### config.mk
export PLATFORM = sky130hd
export DESIGN_NAME = afi_irq_top
export DESIGN_NICKNAME = d
export VERILOG_FILES = /design/src/rtl/afi_pkg.sv /design/src/rtl/afi_level_src.sv /design/src/rtl/afi_err_track.sv /design/src/rtl/afi_sticky.sv /design/src/rtl/afi_irq_top.sv
export SDC_FILE = /design/constraint.sdc
export NUM_CORES = 1
export LEC_CHECK = 0
export BUFFER_PORTS_ARGS = -buffer_cell sky130_fd_sc_hd__buf_2
export CAP_MARGIN = 10
export CORE_ASPECT_RATIO = 0.5
export CORE_MARGIN = 5
export CORE_UTILIZATION = 45
export DETAILED_ROUTE_END_ITERATION = 7
export MAX_ROUTING_LAYER = met4
export PLACE_DENSITY = 0.85
export RECOVER_POWER = 50
export SLEW_MARGIN = 0
export SYNTH_ARGS = -nofsm -noshare
export SYNTH_HDL_FRONTEND = slang
export SYNTH_HIERARCHICAL = 1
export SYNTH_SLANG_ARGS = --single-unit
### constraint.sdc
create_clock -name clk -period 3.05 [get_ports clk]
set_input_delay 0.4575 -clock clk [delete_from_list [all_inputs] [get_ports clk]]
set_output_delay 0.4575 -clock clk [all_outputs]
set_load 0.02 [all_outputs]
### src/rtl/afi_pkg.sv
package afi_pkg;
  localparam int CTL_LVL  = 0;
  localparam int CTL_IEN  = 1;
  localparam int STK_W    = 6;
  localparam int STK_TX2  = 0;
  localparam int STK_TXU  = 1;
  localparam int STK_RX0  = 2;
  localparam int STK_RX1  = 3;
  localparam int STK_RX2  = 4;
  localparam int STK_RXO  = 5;
endpackage

### src/rtl/afi_level_src.sv
module afi_level_src #(
  parameter int NCH = 3
) (
  input  logic           clk,
  input  logic           rst,
  input  logic           lvl_sel,
  input  logic [NCH-1:0] ch_en,
  input  logic [NCH-1:0] at_edge,
  input  logic [NCH-1:0] at_half,
  output logic [NCH-1:0] src_d,
  output logic [NCH-1:0] src_q
);
  for (genvar g = 0; g < NCH; g++) begin : g_ch
    always_comb src_d[g] = ch_en[g] & (lvl_sel ? at_edge[g] : at_half[g]);

    always_ff @(posedge clk) begin
      if (rst) src_q[g] <= 1'b0;
      else     src_q[g] <= src_d[g];
    end

    AST_SRC_OFF_WHEN_DIS: assert property (@(posedge clk) disable iff (rst)
      !ch_en[g] |=> !src_q[g]);
  end
endmodule

### src/rtl/afi_err_track.sv
module afi_err_track #(
  parameter int NCH = 3
) (
  input  logic           clk,
  input  logic           rst,
  input  logic           evt,
  input  logic [NCH-1:0] ch_en,
  input  logic [NCH-1:0] acc_l,
  input  logic [NCH-1:0] acc_r,
  output logic           err_d,
  output logic           err_q
);
  logic [NCH-1:0] seen_l_q, seen_r_q;
  logic [NCH-1:0] seen_l_n, seen_r_n;
  logic           all_done;

  always_comb begin
    seen_l_n = seen_l_q | acc_l;
    seen_r_n = seen_r_q | acc_r;
    all_done = &((seen_l_n & seen_r_n) | ~ch_en);
    if (evt)                  err_d = 1'b1;
    else if (err_q && all_done) err_d = 1'b0;
    else                      err_d = err_q;
  end

  always_ff @(posedge clk) begin
    if (rst) begin
      err_q    <= 1'b0;
      seen_l_q <= '0;
      seen_r_q <= '0;
    end else begin
      err_q <= err_d;
      if (evt || !err_q) begin
        seen_l_q <= '0;
        seen_r_q <= '0;
      end else begin
        seen_l_q <= seen_l_n;
        seen_r_q <= seen_r_n;
      end
    end
  end

  AST_ERR_SETS: assert property (@(posedge clk) disable iff (rst)
    evt |=> err_q);
  AST_ERR_NOT_CLEARED_BY_EVT: assert property (@(posedge clk) disable iff (rst)
    $fell(err_q) |-> !$past(evt));
  AST_ERR_HOLD_NO_ACCESS: assert property (@(posedge clk) disable iff (rst)
    err_q && (acc_l == '0) && (acc_r == '0) && $stable(ch_en) && (seen_l_q == '0)
      && (ch_en != '0) |=> err_q);
endmodule

### src/rtl/afi_sticky.sv
module afi_sticky #(
  parameter int W = 6
) (
  input  logic         clk,
  input  logic         rst,
  input  logic [W-1:0] set_i,
  input  logic         wr,
  input  logic [W-1:0] wdata,
  output logic [W-1:0] q
);
  for (genvar b = 0; b < W; b++) begin : g_bit
    always_ff @(posedge clk) begin
      if (rst)                   q[b] <= 1'b0;
      else if (set_i[b])         q[b] <= 1'b1;
      else if (wr && !wdata[b])  q[b] <= 1'b0;
    end

    AST_STICKY_SET_WINS: assert property (@(posedge clk) disable iff (rst)
      set_i[b] |=> q[b]);
    AST_STICKY_HOLDS: assert property (@(posedge clk) disable iff (rst)
      q[b] && !(wr && !wdata[b]) |=> q[b]);
  end
endmodule

### src/rtl/afi_irq_top.sv
module afi_irq_top
  import afi_pkg::*;
#(
  parameter int NCH = 3
) (
  input  logic           clk,
  input  logic           rst,
  input  logic [1:0]     tx_ctl,
  input  logic [1:0]     rx_ctl,
  input  logic [NCH-1:0] tx_en,
  input  logic [NCH-1:0] tx_empty,
  input  logic [NCH-1:0] tx_half,
  input  logic           tx_unf_evt,
  input  logic [NCH-1:0] tx_wr_l,
  input  logic [NCH-1:0] tx_wr_r,
  input  logic [NCH-1:0] rx_en,
  input  logic [NCH-1:0] rx_full,
  input  logic [NCH-1:0] rx_half,
  input  logic [NCH-1:0] rx_empty,
  input  logic           rx_ovf_evt,
  input  logic [NCH-1:0] rx_rd_l,
  input  logic [NCH-1:0] rx_rd_r,
  input  logic           sts_wr,
  input  logic [STK_W-1:0] sts_wdata,
  output logic [NCH:0]   tx_src,
  output logic [NCH:0]   rx_src,
  output logic [STK_W-1:0] sts,
  output logic [NCH-1:0] rx_empty_sts,
  output logic           irq
);
  localparam int LAST = NCH - 1;

  logic [NCH-1:0] tx_lvl_d, tx_lvl_q, rx_lvl_d, rx_lvl_q;
  logic           tx_unf_d, tx_unf_q, rx_ovf_d, rx_ovf_q;
  logic [STK_W-1:0] stk_set;
  logic           irq_d;

  afi_level_src #(.NCH(NCH)) u_tx_lvl (
    .clk(clk), .rst(rst), .lvl_sel(tx_ctl[CTL_LVL]), .ch_en(tx_en),
    .at_edge(tx_empty), .at_half(tx_half), .src_d(tx_lvl_d), .src_q(tx_lvl_q));

  afi_level_src #(.NCH(NCH)) u_rx_lvl (
    .clk(clk), .rst(rst), .lvl_sel(rx_ctl[CTL_LVL]), .ch_en(rx_en),
    .at_edge(rx_full), .at_half(rx_half), .src_d(rx_lvl_d), .src_q(rx_lvl_q));

  afi_err_track #(.NCH(NCH)) u_tx_unf (
    .clk(clk), .rst(rst), .evt(tx_unf_evt), .ch_en(tx_en),
    .acc_l(tx_wr_l), .acc_r(tx_wr_r), .err_d(tx_unf_d), .err_q(tx_unf_q));

  afi_err_track #(.NCH(NCH)) u_rx_ovf (
    .clk(clk), .rst(rst), .evt(rx_ovf_evt), .ch_en(rx_en),
    .acc_l(rx_rd_l), .acc_r(rx_rd_r), .err_d(rx_ovf_d), .err_q(rx_ovf_q));

  always_comb begin
    stk_set          = '0;
    stk_set[STK_TX2] = tx_lvl_d[LAST];
    stk_set[STK_TXU] = tx_unf_d;
    stk_set[STK_RX0] = rx_lvl_d[0];
    stk_set[STK_RX1] = rx_lvl_d[1 % NCH];
    stk_set[STK_RX2] = rx_lvl_d[LAST];
    stk_set[STK_RXO] = rx_ovf_d;
    irq_d = (tx_ctl[CTL_IEN] & (|tx_lvl_d | tx_unf_d))
          | (rx_ctl[CTL_IEN] & (|rx_lvl_d | rx_ovf_d));
  end

  afi_sticky #(.W(STK_W)) u_sticky (
    .clk(clk), .rst(rst), .set_i(stk_set), .wr(sts_wr), .wdata(sts_wdata), .q(sts));

  always_ff @(posedge clk) begin
    if (rst) begin
      irq          <= 1'b0;
      rx_empty_sts <= '0;
    end else begin
      irq          <= irq_d;
      rx_empty_sts <= rx_empty;
    end
  end

  always_comb begin
    tx_src = {tx_unf_q, tx_lvl_q};
    rx_src = {rx_ovf_q, rx_lvl_q};
  end

  AST_IRQ_NEEDS_ENABLE: assert property (@(posedge clk) disable iff (rst)
    !tx_ctl[CTL_IEN] && !rx_ctl[CTL_IEN] |=> !irq);
  AST_IRQ_HAS_SOURCE: assert property (@(posedge clk) disable iff (rst)
    irq |-> (|tx_src) || (|rx_src));
  AST_RX_EMPTY_NO_IRQ: assert property (@(posedge clk) disable iff (rst)
    (rx_src == '0) && (tx_src == '0) |-> !irq);
endmodule

==> impl_metrics.ini, run 1 <==
[clock_network]
numClockSinks = 30
tritoncts = yes
htreeDepth = 2
cts_root_buffer = clkbuf_8
cts_resized = 0
cts_made_buffers = 5
ctsHoldBuffers = 0
cts_setup_buffers = 0
clockBufferDepth = 2
path_clk_slew_ns = 0.06
clk_latency_ns = 0.27

[routing]
drtIter0Drc = 25
vias = 1066
ant_nets = 0
drt-total-wl_um = 2930
vias_per_cell = 4.759
top_layer_used = met4
wl_met3_um = 140
wl_per_cell_um = 13.08
drt-met1-wl_um = 1202
drt-pass1-iter-count = 4
drcViolationCount = 0
met2_length_um = 1572

[global_routing]
grt_pass1_vias = 1115
overflow = 0
grt_pass1_wl_um = 4767
grt_max_degree = 21
antenna_found_initial = 0
grtUsageTotal_pct = 16.02

[place]
dp.cells = 216
port_buffers = 65
gp_congestion = 0.7902
dp_hpwl_um = 2375

[power]
p_per_area_mw_per_mm2 = 533.5
p_leak_nw = 0.7221
ir_drop_uv = 319.8

[setup_path]
r2r_slack_ns = 1.59
worst-path-max-fanout = 20
crit_path_end_kind = flop
required_ns = 3.20
worstPathArrival_ns = 1.64
worstSetupPathType = in2reg
r2r.worst_path.cells = 5
cp-start-kind = input port

[timing]
fin_setup_tns_ns = 0
clock_skew_ns = 0.006824
fin_crit_sh_pct = 48.82
drv_slew = 0
finalSetupViolCount = 0
clock.fmax_mhz = 671.6
hold_viol = 0
tightest_slew_ns = 0.9445
period_needed_ns = 1.489
rsz0062_at_grt = no
slew_headroom_pct = 37.03

[synth]
synth_seq_cells = 30
seq_area_frac_synth_pct = 47.95
synth_cell_type_count = 16
synthCells = 118
yosysTopAreaCell = dfxtp_1
synth.area.top_cells = dfxtp_1 (48%), nor3b_2 (12%), nor2_1 (6.0%)
netlist_area_sq_mm = 0.001252
synth.avg_cell_area_sq_um = 10.61
yosysWarnings = 6
synth_nets = 166
synth_top_cell_area_share_pct = 47.95

[floorplan]
die_width_um = 84.61
core_area_sq_mm = 0.002635
start_util_pct = 47.53
num_rows = 13
die-area_sq_mm = 0.004002
ios = 66
fp.dieH_um = 47.31

[flow_run]
cap_violations = 0

[layout]
fin_nets = 234
synthToLayoutAreaGrowth_pct = 30.27
fill_cells = 248
diodes = 0
multi_input_area_sq_um = 579.3
seq_area_sq_um = 600.6
fin_cells = 224
drive_gt1_share_pct = 45.99

[min_path]
hold-path-cell-count = 2
min_path_type = in2reg

[outcome]
status = completed
stage by stage:
stage	util (%)	setup slack, ns	instance area (sq um)	power [mW]	hold slack, ns
final	61.92	1.561	1632	0.8704	0.4010
after global placement	60.21	1.427	1587	0.5676	0.4672
after global routing	61.92	1.454	1632	0.9178	0.3874
after CTS	63.68	1.609	1678	0.8877	0.3948
after detailed placement	60.21	1.389	1587	0.5721	0.4758
after floorplan	-	1.674	1252	0.5098	0.4583
cells by family after synthesis:
logic type	after synthesis	synth area share, %
AO/OA/AOI/OAI	17	8.791
buffers and inverters	4	2.997
flip-flops	30	47.95
multiplexers	6	4.795
AND/OR/NAND/NOR	61	35.46
final timing paths:
check / from / end
max: rst / u_tx_unf/seen_r_q[2]
min: rx_empty[0] / rx_empty_sts[0]
max reg2reg: u_tx_unf/seen_l_q[0] / irq
min reg2reg: u_rx_ovf/seen_l_q[2] / u_rx_ovf/seen_l_q[2]
registers in the layout, indices dropped and copies added (netlist names):
name               count
irq                    1
u_rx_ovf/seen_l_q      3
u_rx_lvl/src_q         3
u_tx_unf/err_q         1
u_tx_unf/seen_r_q      3
u_tx_lvl/src_q         3
u_sticky/q             6
u_tx_unf/seen_l_q      3
u_rx_ovf/seen_r_q      3
u_rx_ovf/err_q         1
rx_empty_sts           3
cell type report:
class | instances | area share [%]
clock buffer | 7 | 5.291
multi-input combinational | 84 | 35.51
sequential | 30 | 36.81
tap | 37 | 2.837
clock inverter | 1 | 0.3067
timing repair buffer | 65 | 19.25
Yosys cell counts:
master and n:
dfxtp_1 30, nor2_1 20, nor3b_2 12, nor2_2 10, nor2b_1 9, mux2i_1 6
nor3_2 6, o22ai_1 6, a21oi_1 5, a211oi_1 2, a22oi_1 2, buf_4 2
buf_6 2, nor2_4 2, o41ai_1 2, or3b_1 2
power by group:
group	leakage (nW)	switching [mW]	internal [mW]	total, mW
combinational	0.428	0.0781	0.0598	0.138
sequential	0.246	0.00879	0.411	0.420
clock	0.0482	0.131	0.181	0.312
total	0.722	0.218	0.653	0.870
worst max-delay path: stages:
cell and delay [ns]:
clkbuf_1 0.69, or3b_1 0.44, nor2_2 0.05
routing by layer:
layer | global-route usage (%) | vias up
met5 | - | -
met4 | 5.363 | 0
met3 | 5.429 | 2
met2 | 30.79 | 27
met1 | 15.95 | 490
li1 | - | 547
layout by cell type, fill, tap and decap left out, drive strengths merged:
| master | count |
|---|---|
| nor3b | 12 |
| o41ai | 2 |
| nor3 | 6 |
| a21oi | 5 |
| buf | 56 |
| or3b | 2 |
| mux2i | 6 |
| clkbuf | 16 |
| o22ai | 6 |
| nor2b | 9 |
| clkinv | 1 |
| dfxtp | 30 |
| a22oi | 2 |
| a211oi | 2 |
| nor2 | 32 |
No activity file was read; power rests on OpenSTA's default activity.
==> inputs of run 2 (changes only) <==
--- a/config.mk
+++ b/config.mk
@@ -9,10 +9,10 @@
 export CAP_MARGIN = 10
 export CORE_ASPECT_RATIO = 0.5
 export CORE_MARGIN = 5
-export CORE_UTILIZATION = 45
+export CORE_UTILIZATION = 44
 export DETAILED_ROUTE_END_ITERATION = 7
 export MAX_ROUTING_LAYER = met4
-export PLACE_DENSITY = 0.85
+export PLACE_DENSITY = 0.83
 export RECOVER_POWER = 50
 export SLEW_MARGIN = 0
 export SYNTH_ARGS = -nofsm -noshare
==> constraint.sdc (replaced) <==
create_clock -name clk -period 1.5 [get_ports clk]
set_input_delay 0.225 -clock clk [delete_from_list [all_inputs] [get_ports clk]]
set_output_delay 0.225 -clock clk [all_outputs]
set_load 0.02 [all_outputs]
==> run 2 against run 1 <==
- sequential cell count is the same
- die area grew 1.9%
- design area grew 0.92%
- largest power group unchanged
==> impl_metrics.ini, run 2 (synthesized netlist as in run 1, its figures left out) <==
[clock_network]
path_clk_slew_ns = 0.06
ctsHoldBuffers = 0
clk_latency_ns = 0.27
cts_made_buffers = 5
tritoncts = yes
clockBufferDepth = 2
cts_root_buffer = clkbuf_8
numClockSinks = 30
htreeDepth = 2

[routing]
ant_nets = 0
drtIter0Drc = 33
drt-pass1-iter-count = 4
vias = 1117
drcViolationCount = 0
vias_per_cell = 4.964
wl_per_cell_um = 13.84
drt-total-wl_um = 3113

[floorplan]
core_area_sq_mm = 0.002651
start_util_pct = 47.24
num_rows = 13
die_width_um = 85.45
die-area_sq_mm = 0.004078
fp.dieH_um = 47.73
ios = 66

[timing]
fin_ws_ns = 0.09661
fin_setup_tns_ns = 0
hold_viol = 0
fin_crit_sh_pct = 93.56
rsz0062_at_grt = no
drv_slew = 0
period_needed_ns = 1.403
clock.fmax_mhz = 712.6
tightest_slew_ns = 0.4286
slew_headroom_pct = 71.43
clock_skew_ns = 0.004183
finalSetupViolCount = 0

[layout]
drive_gt1_share_pct = 45.21
final_cell_mix = buf_2 (52), dfxtp_1 (30), nor2_1 (20), clkbuf_1 (14), nor2_2 (10)
top_register = u_sticky/q
synthToLayoutAreaGrowth_pct = 31.47
fin_nets = 235
diodes = 0
largest_register_ffs = 6
final_common_cell = buf_2
fill_cells = 241

[setup_path]
worstSetupPathType = reg2reg
r2r-end = irq
worst-path-max-fanout = 3
crit_path_end_kind = flop
cp-start-kind = flop
r2r_slack_ns = 0.1
r2r_start = u_tx_unf/seen_l_q[0]
crit_end = irq
required_ns = 1.65
startpoint = u_tx_unf/seen_l_q[0]
r2r.worst_path.cells = 5
worstPathArrival_ns = 1.55

[global_routing]
overflow = 0
grt_pass1_vias = 1122
grt_pass1_wl_um = 4754
grtUsageTotal_pct = 16.14
grt_max_degree = 15
antenna_found_initial = 0

[flow_run]
cap_violations = 0

[power]
p_leak_nw = 0.7171
ir_drop_uv = 526.3
p_per_area_mw_per_mm2 = 1090

[place]
dp_hpwl_um = 2453
port_buffers = 65
gp_congestion = 0.7299
post-place-ws_ns = 0.06254

[min_path]
min_path_type = in2reg

[outcome]
status = completed
## run 2: cell count changes in the layout (fill, tap and decap cells not counted), sizes merged
cell	delta
clkbuf	+4
buf	-3
## run 2: final cells by class
cell class              instances  area (sq um)  share of cell area [%]
well taps                      37         46.29                   2.812
multi-input cells              84         591.8                   35.94
clock buffers                   7         86.33                   5.243
repair buffers                 66         316.6                   19.22
clock inverters                 1         5.005                  0.3040
flip-flops and latches         30         600.6                   36.47
## run 2: repair_timing
item	4_1_cts	5_1_grt
gates resized for setup	0	1
endpoints found under the hold margin	0	0
setup buffers	0	0
setup endpoints to repair	0	1
## run 2: how the worst min path moves through the flow
stage	from	endpoint	depth (start not counted)
after CTS	rx_empty[1]	rx_empty_sts[1]	2
after detailed placement	rx_empty[1]	rx_empty_sts[1]	2
final	rx_empty[1]	rx_empty_sts[1]	2
after global routing	rx_empty[1]	rx_empty_sts[1]	2
after global placement	rx_empty[2]	rx_empty_sts[2]	2
after floorplan	rst	irq	1
## run 2: metal layers
metal | part of all wire (%) | global-route usage [%]
met3 | 5.3 | 5.326
met4 | 2.2 | 8.202
met5 | 0 | -
met1 | 37 | 14.76
met2 | 56 | 31.79
## run 2: per-stage QoR
stage          power (mW)  std cells  cell area, sq um  util [%]  hold slack (ns)
4_1_cts             1.816        225              1685     63.57           0.1615
2_1_floorplan       1.037        118              1252         -           0.2941
3_3_place_gp        1.156        217              1594     60.12           0.4330
6_report            1.796        225              1647     62.10           0.1598
3_5_place_dp        1.165        217              1594     60.12           0.4422
5_1_grt             1.876        225              1647     62.10           0.1569
## run 2: report_power, final
group,switching (mW),internal (mW)
registers,0.0164,0.836
logic,0.167,0.123
clock network,0.284,0.369
## run 2: worst max-delay path: stages, from the launching register on
cell	delay, ns
dfxtp_1	0.33
o22ai_1	0.08
a22oi_1	0.26
a21oi_1	0.18
o41ai_2	0.32
a21oi_1	0.12
==> inputs of run 3 (changes only) <==
--- a/config.mk
+++ b/config.mk
@@ -8,7 +8,7 @@
 export BUFFER_PORTS_ARGS = -buffer_cell sky130_fd_sc_hd__buf_2
 export CAP_MARGIN = 10
 export CORE_ASPECT_RATIO = 0.5
-export CORE_MARGIN = 5
+export CORE_MARGIN = 2
 export CORE_UTILIZATION = 44
 export DETAILED_ROUTE_END_ITERATION = 7
 export MAX_ROUTING_LAYER = met4
==> run 3 against run 2 <==
- wire length decreased by 3.7%
- combinational power increased by 3%
- highest routed layer unchanged
- non-clock buffer count increased by 1
- largest cell class is now multi-input combinational cells
- clock skew increased by 0.00088 ns
- clock power increased by 21%
- fmax decreased by 1.1%
- sequential cell count unchanged
- cell count increased by 0.44%
- first-iteration DRC count increased by 27%
- register-to-register slack got worse by 0.02 ns
==> impl_metrics.ini, run 3 (synthesized netlist as in run 1, its figures left out) <==
[outcome]
status = completed

[global_routing]
grt_pass1_vias = 1111
grt_max_degree = 13
antenna_found_initial = 0
overflow = 0
grt_pass1_wl_um = 4671
grtUsageTotal_pct = 19.29

[timing]
slew_headroom_pct = 56.87
drv_slew = 0
tightest_slew_ns = 0.6470
period_needed_ns = 1.419
finalSetupViolCount = 0
rsz0062_at_grt = no
fin_crit_sh_pct = 94.57
clock_skew_ns = 0.005061
holdWs_ns = 0.1436
hold_viol = 0
fin_setup_tns_ns = 0
clock.fmax_mhz = 704.9

[clock_network]
cts_resized = 0
tritoncts = yes
path_clk_slew_ns = 0.07
ctsHoldBuffers = 0
clockBufferDepth = 2
cts_root_buffer = clkbuf_8
numClockSinks = 30
cts_setup_buffers = 0
htreeDepth = 2
clk_latency_ns = 0.28
cts_made_buffers = 5

[routing]
drtIter0Drc = 42
vias = 1109
ant_nets = 0
drt-total-wl_um = 2997
drt-pass1-iter-count = 4
vias_per_cell = 4.907
wl_per_cell_um = 13.26
drcViolationCount = 0

[floorplan]
ios = 66
num_rows = 13
core_area_sq_mm = 0.002651
start_util_pct = 47.24
die-area_sq_mm = 0.003315
fp.dieH_um = 41.73
die_width_um = 79.45

[power]
pwr-share-clk_pct = 40.8
switching_share_pct = 25.13
p_int_mw = 1.455
ir_drop_uv = 564.0
p_leak_nw = 0.7759
p_seq_share_pct = 43.8
p_comb_share_pct = 15.3
power_switching_uw = 488.4
p_total_mw = 1.943
p_per_area_mw_per_mm2 = 1145

[layout]
fin_nets = 236
drive_gt1_share_pct = 53.44
synthToLayoutAreaGrowth_pct = 35.46
final_common_cell = buf_2
top_register = u_sticky/q
diodes = 0
largest_register_ffs = 6
fill_cells = 238
final_cell_mix = buf_2 (64), dfxtp_1 (30), nor2_1 (20), nor2_2 (10), nor2b_1 (9)

[min_path]
hold-path-cell-count = 2
hold_start = rx_empty[1]
hold_end = rx_empty_sts[1]
min_path_type = in2reg

[setup_path]
r2r_slack_ns = 0.08
r2r_start = u_tx_unf/seen_l_q[0]
worstPathArrival_ns = 1.59
r2r-end = irq
required_ns = 1.67
worst-path-max-fanout = 3
worstSetupPathType = reg2reg
cp-start-kind = flop
crit_path_end_kind = flop
r2r.worst_path.cells = 5

[place]
dp_hpwl_um = 2316
gp_congestion = 0.8033
port_buffers = 65

[flow_run]
cap_violations = 0
run 3: cell count changes in the layout (fill, tap and decap cells not counted), sizes merged:
cell	change
clkbuf	-13
clkinv	+1
buf	+12
bufinv	+1
run 3: worst max path at each step:
stage | from | endpoint | slack [ns]
floorplan | u_tx_unf/seen_l_q[0] | irq | 0.27
global placement | tx_wr_l[0] | irq | 0.07
detailed placement | tx_wr_l[0] | irq | 0.02
CTS | u_tx_unf/seen_l_q[0] | irq | 0.01
global route | u_tx_unf/seen_l_q[0] | irq | 0.001
finish | u_tx_unf/seen_l_q[0] | irq | 0.08
run 3: power by group through the flow:
stage / logic, mW / registers, mW / clock network, mW
detailed placement: 0.297 / 0.869 / 0
CTS: 0.298 / 0.852 / 0.816
global placement: 0.290 / 0.868 / 0
floorplan: 0.134 / 0.903 / 0
global route: 0.322 / 0.855 / 0.854
finish: 0.298 / 0.852 / 0.794
run 3: routing by layer:
metal  vias to the layer above  routed length [um]  GRT usage, %
met5                         -                   0             -
met4                         0                  81         6.207
met3                         9                 215         9.348
met2                        34                1513         34.29
met1                       517                1187         18.55
li1                        549                   -             -
run 3: final cells by class:
class | instances | area, sq um | share of cell area (%)
clock buffer | 5 | 68.82 | 4.056
clock inverter | 3 | 40.04 | 2.360
multi-input combinational | 84 | 605.6 | 35.69
tap | 37 | 46.29 | 2.729
sequential | 30 | 600.6 | 35.40
timing repair buffer | 67 | 335.3 | 19.76
run 3: critical path: stages (launching register included):
cell and delay [ns]:
dfxtp_1 0.34, o22ai_1 0.11, a22oi_2 0.24, a21oi_2 0.12
o41ai_2 0.39, a21oi_1 0.11
run 3: stage by stage:
step                std cells  util, %  setup slack [ns]  cell area (sq um)
floorplan                 118        -            0.2724               1252
global placement          218    60.41           0.07024               1602
detailed placement        218    60.41           0.01937               1602
CTS                       226    64.51           0.01275               1710
global route              226    63.99          0.001119               1697
finish                    226    63.99           0.08138               1697
